### src/rtl/crb_pkg.sv
package crb_pkg;
  localparam int DW = 16;

  typedef enum logic [2:0] {K_PLAIN, K_GATED, K_INVERT, K_STATUS, K_RDONLY} kind_e;

  localparam int ADR_CMD   = 0;
  localparam int ADR_DCFG  = 1;
  localparam int ADR_RXC   = 2;
  localparam int ADR_TXC   = 3;
  localparam int ADR_IMASK = 4;
  localparam int ADR_ISTAT = 5;
  localparam int ADR_DCFG2 = 6;
  localparam int ADR_EOBC  = 7;
  localparam int ADR_WDT_LO = 10;
  localparam int ADR_WDT_HI = 11;
  localparam int ADR_TAL_CRC  = 12;
  localparam int ADR_TAL_ALN  = 13;
  localparam int ADR_TAL_MISS = 14;
  localparam int ADR_CAP0  = 16;
  localparam int ADR_CAP1  = 17;
  localparam int ADR_CAP2  = 18;
  localparam int ADR_REV   = 19;
  localparam int ADR_MAINT = 20;

  localparam int CMD_RST_BIT = 7;
  localparam int EXH_BIT     = 5;

  function automatic kind_e reg_kind(input int a);
    case (a)
      ADR_DCFG, ADR_DCFG2:                    return K_GATED;
      ADR_TAL_CRC, ADR_TAL_ALN, ADR_TAL_MISS: return K_INVERT;
      ADR_ISTAT:                              return K_STATUS;
      ADR_CAP0, ADR_CAP1, ADR_CAP2,
      ADR_REV, ADR_MAINT:                     return K_RDONLY;
      default:                                return K_PLAIN;
    endcase
  endfunction

  function automatic logic [DW-1:0] reg_wmask(input int a);
    case (a)
      ADR_DCFG:  return 16'hBFFF;
      ADR_DCFG2: return 16'hF017;
      ADR_TXC:   return 16'hF000;
      ADR_RXC:   return 16'hFFE0;
      ADR_IMASK: return 16'h7FFF;
      default:   return 16'hFFFF;
    endcase
  endfunction

  function automatic logic [DW-1:0] reg_rstval(input int a);
    case (a)
      ADR_CMD:  return 16'h00A4;
      ADR_RXC:  return 16'h0020;
      ADR_EOBC: return 16'h02F8;
      default:  return 16'h0000;
    endcase
  endfunction
endpackage

### src/rtl/crb_cell.sv
module crb_cell
  import crb_pkg::*;
#(
  parameter kind_e          KIND    = K_PLAIN,
  parameter logic [DW-1:0]  RST_VAL = '0,
  parameter logic [DW-1:0]  WMASK   = '1
) (
  input  logic          clk,
  input  logic          rst,
  input  logic          we,
  input  logic          gate_ok,
  input  logic [DW-1:0] wdata,
  output logic [DW-1:0] q
);
  localparam bit NEEDS_GATE = (KIND == K_GATED);
  localparam bit INVERTS    = (KIND == K_INVERT);

  logic          accept;
  logic [DW-1:0] stored;

  assign accept = we && (!NEEDS_GATE || gate_ok);
  assign stored = (INVERTS ? ~wdata : wdata) & WMASK;

  always_ff @(posedge clk) begin
    if (rst)         q <= RST_VAL;
    else if (accept) q <= stored;
  end

  // masked-off bits never move away from their reset value
  p_mask_hold_r4: assert property (@(posedge clk) disable iff (rst)
    ((q & ~WMASK) == (RST_VAL & ~WMASK)));
endmodule

### src/rtl/crb_status.sv
module crb_status
  import crb_pkg::*;
#(
  parameter int SET_BIT_EXH = EXH_BIT
) (
  input  logic          clk,
  input  logic          rst,
  input  logic          clr_we,
  input  logic [DW-1:0] wdata,
  input  logic [DW-1:0] set_in,
  input  logic [DW-1:0] imask,
  output logic [DW-1:0] istat,
  output logic          irq,
  output logic          ring_fetch
);
  logic [DW-1:0] clr_bits;

  assign clr_bits = clr_we ? (wdata & istat) : '0;
  assign irq      = |(istat & imask);

  always_ff @(posedge clk) begin
    if (rst) begin
      istat      <= '0;
      ring_fetch <= 1'b0;
    end else begin
      istat      <= (istat & ~clr_bits) | set_in;
      ring_fetch <= clr_bits[SET_BIT_EXH];
    end
  end

  p_set_wins_r10: assert property (@(posedge clk) disable iff (rst)
    (set_in != '0) |=> ((istat & $past(set_in)) == $past(set_in)));
  p_fetch_needs_set_r6: assert property (@(posedge clk) disable iff (rst)
    ring_fetch |-> $past(istat[SET_BIT_EXH]) && $past(clr_we));
  p_no_irq_unmasked_r9: assert property (@(posedge clk) disable iff (rst)
    (imask == '0) |-> !irq);
  p_w1c_no_raise_r5: assert property (@(posedge clk) disable iff (rst)
    (clr_we && set_in == '0) |=> ((istat & ~$past(istat)) == '0));
endmodule

### src/rtl/ctrl_regbank.sv
module ctrl_regbank
  import crb_pkg::*;
#(
  parameter int            AW        = 6,
  parameter logic [DW-1:0] CAP0_VAL  = 16'h1A2B,
  parameter logic [DW-1:0] CAP1_VAL  = 16'h3C4D,
  parameter logic [DW-1:0] CAP2_VAL  = 16'h5E6F,
  parameter logic [DW-1:0] REV_VAL   = 16'h0006,
  parameter logic [DW-1:0] MAINT_VAL = 16'h0000
) (
  input  logic          clk,
  input  logic          rst,
  input  logic          wr_en,
  input  logic          rd_en,
  input  logic [AW-1:0] addr,
  input  logic [DW-1:0] wdata,
  output logic [DW-1:0] rdata,
  output logic          rd_valid,
  input  logic [DW-1:0] stat_set,
  output logic          irq,
  output logic          ring_fetch,
  output logic          wdog_restart
);
  localparam int NREG = 1 << AW;

  logic [DW-1:0] q_arr [NREG];
  logic [DW-1:0] istat;
  logic          in_reset_mode;
  logic          stat_we;

  assign in_reset_mode = q_arr[ADR_CMD][CMD_RST_BIT];
  assign stat_we       = wr_en && (addr == AW'(ADR_ISTAT));

  for (genvar i = 0; i < NREG; i++) begin : g_reg
    localparam kind_e KD = reg_kind(i);
    if (KD == K_RDONLY) begin : g_ro
      localparam logic [DW-1:0] RV = (i == ADR_CAP0) ? CAP0_VAL :
                                     (i == ADR_CAP1) ? CAP1_VAL :
                                     (i == ADR_CAP2) ? CAP2_VAL :
                                     (i == ADR_REV)  ? REV_VAL  : MAINT_VAL;
      assign q_arr[i] = RV;
    end else if (KD == K_STATUS) begin : g_st
      assign q_arr[i] = istat;
    end else begin : g_rw
      crb_cell #(
        .KIND    (KD),
        .RST_VAL (reg_rstval(i)),
        .WMASK   (reg_wmask(i))
      ) cell_i (
        .clk     (clk),
        .rst     (rst),
        .we      (wr_en && (addr == AW'(i))),
        .gate_ok (in_reset_mode),
        .wdata   (wdata),
        .q       (q_arr[i])
      );
    end
  end

  crb_status #(.SET_BIT_EXH(EXH_BIT)) status_i (
    .clk        (clk),
    .rst        (rst),
    .clr_we     (stat_we),
    .wdata      (wdata),
    .set_in     (stat_set),
    .imask      (q_arr[ADR_IMASK]),
    .istat      (istat),
    .irq        (irq),
    .ring_fetch (ring_fetch)
  );

  always_ff @(posedge clk) begin
    if (rst) begin
      rdata        <= '0;
      rd_valid     <= 1'b0;
      wdog_restart <= 1'b0;
    end else begin
      rd_valid     <= rd_en;
      if (rd_en) rdata <= q_arr[addr];
      wdog_restart <= wr_en && ((addr == AW'(ADR_WDT_LO)) || (addr == AW'(ADR_WDT_HI)));
    end
  end

  p_rd_latency_r11: assert property (@(posedge clk) disable iff (rst)
    rd_valid |-> $past(rd_en));
  p_wdog_from_write_r8: assert property (@(posedge clk) disable iff (rst)
    wdog_restart |-> $past(wr_en));
  p_cfg_locked_r3: assert property (@(posedge clk) disable iff (rst)
    (wr_en && addr == AW'(ADR_DCFG) && !in_reset_mode) |=> $stable(q_arr[ADR_DCFG]));
  p_cfg2_locked_r3: assert property (@(posedge clk) disable iff (rst)
    (wr_en && addr == AW'(ADR_DCFG2) && !in_reset_mode) |=> $stable(q_arr[ADR_DCFG2]));
endmodule

### config.mk
export PLATFORM = sky130hd
export DESIGN_NAME = ctrl_regbank
export DESIGN_NICKNAME = d
export VERILOG_FILES = /design/src/rtl/crb_pkg.sv /design/src/rtl/crb_cell.sv /design/src/rtl/crb_status.sv /design/src/rtl/ctrl_regbank.sv
export SDC_FILE = /design/constraint.sdc
export NUM_CORES = 2
export LEC_CHECK = 0
export BUFFER_PORTS_ARGS = -buffer_cell sky130_fd_sc_hd__buf_2
export CAP_MARGIN = 20
export CORE_MARGIN = 2
export CORE_UTILIZATION = 40
export DETAILED_ROUTE_END_ITERATION = 8
export SYNTH_ARGS = -nofsm -noshare
export SYNTH_HDL_FRONTEND = slang
export SYNTH_HIERARCHICAL = 1
export SYNTH_SLANG_ARGS = --single-unit
### constraint.sdc
create_clock -name clk -period 2.5 [get_ports clk]
set_clock_uncertainty 0.05 [all_clocks]
set_input_delay 0.25 -clock clk [delete_from_list [all_inputs] [get_ports clk]]
set_output_delay 0.25 -clock clk [all_outputs]
set_load 0.01 [all_outputs]
==> impl_metrics.yaml <==
outcome:
  status: "completed"
pwr:
  p_seq_frac: 0.468
  clkPwrFrac: 0.461
  p_sw_frac: 0.243
  p_int_mw: 24.4
  p_total_mw: 32.3
  ir_drop_mv: 0.617
  switching_power_mw: 7.87
  p_comb_frac: 0.071
  cellLeakagePower_nw: 16.6
  p_per_area_nw_per_um2: 660
placement:
  placedInstanceArea_um2: 45500
  numPortBuffers: 61
  place_hpwl_mm: 84.4
  place_congestion: 0.891
job:
  timing.max_cap.violations: 0
synth:
  synth.top_cell.area_share: 0.435
  synth_edf_count: 0
  ys_seq_area_frac: 0.435
  ys_seq_elements: 936
  avgSynthCellArea_um2: 11.0
  synth_flop_cell: "dfxtp_1"
  ys_warn_count: 6
  synth_area_leaders: "dfxtp_1 44%, mux2i_1 20%, mux4_2 11%"
  ys_types: 71
  yosys.area.top_type: "dfxtp_1"
  synth_cells: 3906
  async_flop_share: 0
  synth_area_um2: 43000
timing:
  period_minus_slack_ns: 2.47
  hold_viol: 0
  worstMarginPinSlew_ns: 0.892
  period_share: 0.988
  setup_violations: 0
  tns_ns: 0
  grt_setup_unrepaired: "false"
  fmax_mhz: 405
  slew_headroom: 0.405
  maxSlewViolCount: 0
cts:
  clock_sinks: 936
  cts_setup_buffers: 0
  cts_tree: "done"
  insertion_delay_ns: 0.70
  clk_transition_reported_paths_ns: 0.06
  htreeDepth: 3
  cts-root-buf: "clkbuf_16"
  post_cts_resized: 0
  cts_buffer_depth: 3
  numCtsBuffers: 100
drt:
  vias: 30334
  dr.pass1.iters: 6
  wire_per_inst_um: 23.7
  ant_nets: 0
  drt-total-wl_mm: 131
  drc_errors: 0
  via_per_inst: 5.51
  drt-initial-drc-count: 3002
global_routing:
  gr-total-overflow: 0
  antenna_found_initial: 6
  grt_max_degree: 94
  grt_pass1_vias: 29182
  track_usage: 0.232
  grt_pass1_wl_mm: 195
setup_path:
  crit_required_ns: 3.02
  crit_type: "reg2reg"
  cpMaxStageDelayCell: "a211oi_1"
  worst_path_dominant_cell_family: "compound AO/OA/AOI/OAI gates"
  path_cells: "mux4_2 > mux2i_1 > o21ai_0 > a211oi_1 > buf_4 > o31ai_1"
  path_buf_inv: 1
  cp-end-kind: "register"
  critPathArrivalTime_ns: 2.99
  cp-start-kind: "register"
  max_stage_delay_ns: 0.62
  crit_path_max_fanout: 3
floorplan:
  fp.dieArea_um2: 110000
  coreArea_um2: 107000
  initial_core_util: 0.403
  rows: 120
  die_w_um: 332
  pin_count: 62
  die_height_um: 332
cells_and_area:
  fillers: 9944
  diodes: 0
  final_nets: 4065
  drive_above_1_share: 0.208
  area_growth_syn_to_layout_pct: 13.8
  fin_area_um2: 49000
worst_hold_path:
  holdCritPathClass: "in2reg"
-- layout by cell type, fill, tap and decap left out, types with 5 or more instances in the layout --
cell type      count
dfxtp_1          936
nor2_1           926
mux2i_1          876
mux4_2           208
buf_4            166
clkbuf_16        104
buf_12           103
nand2_1           97
buf_2             57
nand3_1           52
nor2_2            52
a21oi_1           46
a211oi_2          46
clkbuf_1          31
conb_1            27
mux2_2            24
nor2b_1           23
dlygate4sd3_1     21
clkbuf_8          20
a21bo_1           20
o21ai_0           19
a211oi_1          18
a31oi_1           18
clkinv_2          17
a221oi_1          15
a211o_1           13
a22oi_1           12
a21oi_2           10
nand2_2           10
a22o_1             8
mux4_1             7
o22ai_1            6
nor3_1             6
a311oi_1           6
ha_1               6
o211ai_1           5
clkinvlp_4         5
-- synthesized netlist by cell type, types with 5 or more instances --
cell type    n
a211o_1     13
a211oi_1    18
a211oi_2    46
a21bo_1     20
a21oi_1     46
a21oi_2     10
a221oi_1    15
a22o_1       8
a22oi_1     12
a311oi_1     6
a31oi_1     18
buf_1       55
buf_12      53
buf_2       85
buf_4       46
buf_6       80
buf_8        7
clkbuf_1    30
clkbuf_4     5
conb_1       5
dfxtp_1    936
ha_1         6
mux2_2      24
mux2i_1    876
mux4_1       7
mux4_2     208
nand2_1     97
nand2_2     10
nand3_1     52
nor2_1     981
nor2b_1     23
nor3_1       6
o211ai_1     5
o21ai_0     19
o22ai_1      6
-- layer usage --
layer | routed length (µm) | up-vias | global-route usage | share of wire
met3 | 7810 | 194 | 0.0336 | 0.060
met1 | 61000 | 15256 | 0.334 | 0.47
met2 | 58500 | 962 | 0.360 | 0.45
met5 | 13 | - | 0 | 0.00010
met4 | 3360 | 2 | 0.0670 | 0.026
li1 | - | 13920 | - | -
-- repair_timing --
item	4_1_cts	5_1_grt
endpoints found under the setup margin	0	0
hold buffers	21	0
hold endpoints to repair	69	0
-- worst paths after layout --
check	start	end	slack, ns	cells past startpoint
worst max-delay path	g_reg[4].g_rw.cell_i/q[14]	rdata[14]	0.03	6
worst min-delay path	wdata[13]	g_reg[1].g_rw.cell_i/q[13]	0.05	4
worst max register to register	g_reg[4].g_rw.cell_i/q[14]	rdata[14]	0.03	6
worst min register to register	g_reg[61].g_rw.cell_i/q[10]	g_reg[61].g_rw.cell_i/q[10]	0.44	2
-- area by class of cell --
class                      instances  area (µm²)  share of cell area
sequential                       936       18700               0.383
inverter                           4        15.0            0.000307
clock inverter                    31         308             0.00629
tap                             1403        1760              0.0359
timing repair buffer             351        3860              0.0788
multi-input combinational       2624       21300               0.435
clock buffer                     154        2980              0.0609
-- power by group through the flow --
stage / combinational (mW) / clock [mW] / sequential (mW)
floorplan: 1.16 / 0 / 15.4
global placement: 2.25 / 0 / 15.4
detailed placement: 2.25 / 0 / 15.4
CTS: 2.28 / 15.2 / 15.1
global route: 2.40 / 15.8 / 15.1
finish: 2.30 / 14.9 / 15.1
-- kinds of logic (layout without fill, tap and decap cells) --
family                     after synthesis  after routing  synth area share
AOI/OAI and AO/OA                      281            281            0.0542
adders and majority gates                6              6           0.00174
buffers and inverters                  368            540            0.0749
DFF                                    936            936             0.435
muxes                                 1115           1115             0.323
other                                    5             27          0.000436
and+or+nand+nor                       1195           1195             0.110
-- worst min-delay path, stage by stage --
cell and delay (ns):
buf_2 0.11, buf_12 0.18, nand3_1 0.11, a21oi_1 0.06
-- registers in the layout, indices dropped and copies added (netlist names) --
name,count
g.g_rw.cell_i/q,901
rdata,16
status_i/istat,16
rd_valid,1
status_i/ring_fetch,1
wdog_restart,1
-- through the flow --
step	utilization	hold WS, ns	setup WS [ns]	std cells
2_1_floorplan	-	0.269	0.245	3928
3_3_place_gp	0.425	0.405	-0.385	5297
3_5_place_dp	0.425	0.416	-0.297	5297
4_1_cts	0.458	0.0286	0.142	5503
5_1_grt	0.458	0.0540	0.0754	5503
6_report	0.458	0.0451	0.0295	5503
(Power assumes the default switching activity.)
